### config.mk
export PLATFORM = sky130hd
export DESIGN_NAME = wdogWindow
export DESIGN_NICKNAME = d
export VERILOG_FILES = /design/src/rtl/wdog_pkg.sv /design/src/rtl/wdogDatapath.sv /design/src/rtl/wdogControl.sv /design/src/rtl/wdogWindow.sv
export SDC_FILE = /design/constraint.sdc
export NUM_CORES = 1
export LEC_CHECK = 0
export BUFFER_PORTS_ARGS = -buffer_cell sky130_fd_sc_hd__buf_2
export CAP_MARGIN = 40
export CORE_ASPECT_RATIO = 0.9
export CORE_MARGIN = 2
export CORE_UTILIZATION = 35
export CTS_BUF_LIST = sky130_fd_sc_hd__clkbuf_16
export CTS_CLUSTER_SIZE = 10
export DETAILED_ROUTE_END_ITERATION = 8
export HOLD_SLACK_MARGIN = 0.02
export PLACE_DENSITY_LB_ADDON = 0.2
export SYNTH_ARGS = -nofsm -noshare
export SYNTH_HDL_FRONTEND = slang
export SYNTH_SLANG_ARGS = --single-unit
### constraint.sdc
create_clock -name clk -period 2 [get_ports clk]
set_input_delay 0.3 -clock clk [delete_from_list [all_inputs] [get_ports clk]]
set_output_delay 0.3 -clock clk [all_outputs]
set_load 0.01 [all_outputs]
### src/rtl/wdog_pkg.sv
package wdog_pkg;
  typedef struct packed {
    logic clrAll;   // service write: restart both windows
    logic incOvf;   // count one reference overflow
    logic incTick;  // count one reference tick
  } wdogStrobes_t;
endpackage

### src/rtl/wdogDatapath.sv
module wdogDatapath
  import wdog_pkg::*;
#(
  parameter int MAX_OVF   = 2,
  parameter int MIN_TICKS = 4096
) (
  input  logic         clk,
  input  logic         rstN,
  input  wdogStrobes_t stb,
  output logic         ovfLast,
  output logic         minMet
);
  localparam int OVF_W  = (MAX_OVF > 1) ? $clog2(MAX_OVF) : 1;
  localparam int TICK_W = $clog2(MIN_TICKS + 1);
  localparam logic [OVF_W-1:0]  OVF_TOP  = OVF_W'(MAX_OVF - 1);
  localparam logic [TICK_W-1:0] TICK_TOP = TICK_W'(MIN_TICKS);

  logic [OVF_W-1:0]  ovfCnt;
  logic [TICK_W-1:0] tickCnt;

  always_ff @(posedge clk or negedge rstN) begin
    if (!rstN) begin
      ovfCnt <= '0;
    end else if (stb.clrAll) begin
      ovfCnt <= '0;
    end else if (stb.incOvf && ovfCnt != OVF_TOP) begin
      ovfCnt <= ovfCnt + 1'b1;
    end
  end

  always_ff @(posedge clk or negedge rstN) begin
    if (!rstN) begin
      tickCnt <= '0;
    end else if (stb.clrAll) begin
      tickCnt <= '0;
    end else if (stb.incTick && tickCnt != TICK_TOP) begin
      tickCnt <= tickCnt + 1'b1;
    end
  end

  assign ovfLast = (ovfCnt == OVF_TOP);
  assign minMet  = (tickCnt == TICK_TOP);

  // a service leaves both windows empty
  p_svc_clears_r6: assert property (@(posedge clk) disable iff (!rstN)
    stb.clrAll |=> (ovfCnt == '0 && tickCnt == '0));
  p_tick_bounded_r2: assert property (@(posedge clk) disable iff (!rstN)
    tickCnt <= TICK_TOP);
endmodule

### src/rtl/wdogControl.sv
module wdogControl
  import wdog_pkg::*;
(
  input  logic         clk,
  input  logic         rstN,
  input  logic         refTick,
  input  logic         refOvf,
  input  logic         svcWr,
  input  logic         illegalAddr,
  input  logic         singleChip,
  input  logic         ovfLast,
  input  logic         minMet,
  output wdogStrobes_t stb,
  output logic         tripped
);
  logic armed;
  logic lateFault, earlyFault, addrFault;

  always_comb begin
    stb.clrAll  = svcWr;
    stb.incOvf  = refOvf && !svcWr;
    stb.incTick = refTick && !svcWr;
  end

  assign lateFault  = refOvf && !svcWr && ovfLast;
  assign earlyFault = svcWr && armed && !minMet;
  assign addrFault  = illegalAddr && singleChip;

  always_ff @(posedge clk or negedge rstN) begin
    if (!rstN) begin
      armed   <= 1'b0;
      tripped <= 1'b0;
    end else begin
      if (svcWr) armed <= 1'b1;
      if (lateFault || earlyFault || addrFault) tripped <= 1'b1;
    end
  end

  p_late_trip_r1: assert property (@(posedge clk) disable iff (!rstN)
    (refOvf && !svcWr && ovfLast) |=> tripped);
  p_early_trip_r2: assert property (@(posedge clk) disable iff (!rstN)
    (svcWr && armed && !minMet) |=> tripped);
  p_addr_trip_r3: assert property (@(posedge clk) disable iff (!rstN)
    (illegalAddr && singleChip) |=> tripped);
  p_sticky_r5: assert property (@(posedge clk) disable iff (!rstN)
    tripped |=> tripped);
  p_first_free_r7: assert property (@(posedge clk) disable iff (!rstN)
    (!armed && !tripped && svcWr && !refOvf && !(illegalAddr && singleChip)) |=> !tripped);
endmodule

### src/rtl/wdogWindow.sv
module wdogWindow
  import wdog_pkg::*;
#(
  parameter int MAX_OVF   = 2,
  parameter int MIN_TICKS = 4096
) (
  input  logic clk,
  input  logic rstN,
  input  logic refTick,
  input  logic refOvf,
  input  logic svcWr,
  input  logic illegalAddr,
  input  logic singleChip,
  output logic woN,
  output logic woOe
);
  wdogStrobes_t stb;
  logic ovfLast, minMet, tripped;

  wdogControl u_ctl (
    .clk(clk), .rstN(rstN), .refTick(refTick), .refOvf(refOvf),
    .svcWr(svcWr), .illegalAddr(illegalAddr), .singleChip(singleChip),
    .ovfLast(ovfLast), .minMet(minMet), .stb(stb), .tripped(tripped)
  );

  wdogDatapath #(.MAX_OVF(MAX_OVF), .MIN_TICKS(MIN_TICKS)) u_dp (
    .clk(clk), .rstN(rstN), .stb(stb), .ovfLast(ovfLast), .minMet(minMet)
  );

  assign woN  = !tripped;
  assign woOe = tripped;

  p_pin_pair_r4: assert property (@(posedge clk) disable iff (!rstN)
    woOe != woN);
endmodule

==> run summary <==
Synth Area in XOR/XNOR -> 1.97%
CORE AREA -> 2420 um2
Power per Cell Area -> 732 nW/um2
Hold Crit Class -> in -> reg
Syn Nets -> 101
Detail Route Antenna Nets -> 0
Post-synthesis cell count -> 92
Slew at the pin closest to its max-slew limit -> 0.646 ns
Vias per cell -> 5.70
PostCTS Resize Cnt -> 0
Synth async-reset ratio -> 100%
Post-synth EDFFs -> 0
Post-layout min period -> 1.70 ns
Pin count of the biggest net entering global routing -> 22
Mux share of post-synthesis cell area -> 3.66%
Period utilisation layout -> 85.1%
Worst Setup Slack, final -> 0.297 ns
Yosys top cell by area -> dfrtp_1
Largest family of logic cells by synthesized area -> simple AND/OR/NAND/NOR gates
Maxcap violations -> 0
RSZ-0062 raised after global routing -> false
Cells along the critical path -> inv_1, ha_1, nor4b_1, a21oi_1, or3_1
Setup crit start kind -> register
Static leakage -> 0.443 nW
Tot GR Track Use -> 14.0%
Post-synth top cells -> dfrtp_1, a21oi_1, nand2_1, nor2_1
CTS tree -> built
Clock sinks -> 16
WP buf/inv -> 1
Final total power -> 0.771 mW
Primary FF master, synth -> dfrtp_1
Nets -> 114
# DRC -> 0
Worst EP arrival -> 1.83 ns
Slew Limit Fails -> 0
Die span in x -> 57.1 um
Kind of critical path -> reg -> reg
Layout cells sized above 1 -> 20.2%
GPL Wtd Cong -> 0.722
Clk_lat worst skew -> 0.25 ns
CTS clk-pin slew, worst paths -> 0.05 ns
Outcome -> complete, no violations
Antenna violations before repair -> 0
Syn Std Cell Area -> 888 um2
Syn Area/Cell -> 9.66 um2
Slew HR -> 56.3%
Peak VDD IR -> 721 uV
IO Port Bufs -> 8
Starting density of the core -> 36.6%
Post-Place Worst Slack -> 0.313 ns
Area contributors post-synth -> dfrtp_1, a21oi_1, or3_1, ha_1, nor4_1
Vias post-DR -> 752
Number of CTS-inserted buffers -> 3
Adder-cell share of the synthesized area -> 2.82%
CTS Buffer Depth -> 2
Initial DRT Pass Iterations -> 4
H-tree Lvls -> 1
Most common cell in the netlist -> dfrtp_1
CP top delay family -> simple AND/OR/NAND/NOR gates
WP data required -> 2.13 ns
Synth unique cells -> 30
Sequential area share after synthesis -> 45.1%
Die Y -> 51.8 um
Final count of hold timing violations -> 0
Post-Route Skew -> 0.00830 ns
I/O pins -> 9
Synth Warn # -> 0
Worst setup EP type -> register
TNS Setup -> 0 ns
# Post-CTS Setup Buffers -> 0
First-pass GRT wire length -> 2990 um
Die footprint -> 2960 um2
Routed WL -> 1860 um
Top-area cell type share of the netlist area -> 45.1%
Fmax -> 0.587 GHz
Crit path largest cell delay -> 0.43 ns
Simple-gate share of the synthesized area -> 30.0%
Final setup fails -> 0
Slowest cell on the critical path -> dfrtp_1
Placed cells -> 127
GR Overflow Total -> 0
Area grow syn2layout -> 18.5%
Wirelength per Cell -> 14.1 um
Critical path fanouts, max -> 5
Final std cells w/o fill -> 132
Compound-cell area share of the yosys netlist -> 13.5%
# diodes -> 0
Fin util -> 43.4%
DRT iter0 DRCs -> 23
Vias in the first global route -> 599
Cell Rows -> 17
Reg2Reg Setup Slack -> 0.30 ns
#FFs+latches synth -> 16
Root buffer cell -> clkbuf_16
==> cells in the final DEF (no fill, tap or decap), drive strengths merged, types with 4 or more instances in the layout <==
cell type	synthesis	final
nand2	6	6
buf	0	9
or3	5	5
nor4	4	4
a21oi	9	9
nand3	4	4
inv	5	5
nand4	4	4
dfrtp	16	16
o21ai	5	5
nor2	6	6
==> path summary, 6_finish.rpt <==
kind,start,end,depth (start not counted)
setup reg to reg,u_dp.tickCnt[0]$_DFFE_PN0P_,u_dp.tickCnt[0]$_DFFE_PN0P_,5
max in group asynchronous,rstN,u_dp.tickCnt[11]$_DFFE_PN0P_,2
hold / removal,refOvf,u_dp.ovfLast$_DFFE_PN0P_,3
setup / recovery,u_dp.tickCnt[0]$_DFFE_PN0P_,u_dp.tickCnt[0]$_DFFE_PN0P_,5
hold reg to reg,u_ctl.armed$_DFFE_PN0P_,u_ctl.armed$_DFFE_PN0P_,1
min in group asynchronous,rstN,u_dp.tickCnt[2]$_DFFE_PN0P_,2
==> sequential cells by signal, summed over array words and instances, names as in the netlist <==
signal,count
u_dp.tickCnt,13
u_ctl.armed,1
u_ctl.tripped,1
u_dp.ovfLast,1
==> cell families (layout without fill, tap and decap cells) <==
group	after synthesis	after routing
buffers and inverters	7	19
AO/OA/AOI/OAI	20	20
adder cells (fa/ha/maj)	2	2
multiplexers	3	3
flip-flops	16	16
XOR/XNOR	2	2
AND/OR/NAND/NOR	42	42
==> what timing repair did <==
item	in CTS	in global routing
hold buffers	1	0
setup endpoints to repair	0	0
endpoints found under the hold margin	16	0
==> tightest hold or removal path, stage by stage <==
cell	delay, ns
buf_2	0.08
nor2_1	0.04
nor2_1	0.08
==> power by group <==
part / internal [mW] / total [mW] / switching, mW / leakage, nW
Clock: 0.265 / 0.387 / 0.122 / 0.0385
Combinational: 0.0193 / 0.0476 / 0.0283 / 0.194
Sequential: 0.329 / 0.336 / 0.00647 / 0.210
==> metrics by stage <==
step	hold WS (ns)	instance area [um2]
finish	0.292	1050
global route	0.301	1050
CTS	0.292	1050
detailed placement	0.238	963
global placement	0.241	963
floorplan	0.00441	888
==> routing by layer <==
layer  global-route usage (%)  vias to the layer above  part of all wire [%]
met5                        0                        -                     0
met4                     5.81                        0                   1.3
met3                     5.22                        4                   5.3
met2                     19.3                       24                    45
met1                     19.6                      359                    49
li1                         -                      365                     -
==> area by class of cell <==
class / count / area (um2)
Fill cell: 256 / 1370
Clock buffer: 3 / 75.1
Sequential cell: 16 / 400
Clock inverter: 1 / 3.75
Inverter: 5 / 18.8
Timing Repair Buffer: 10 / 57.6
Multi-Input combinational cell: 69 / 462
Tap cell: 28 / 35.0
No activity file was read; power rests on OpenSTA's default activity.
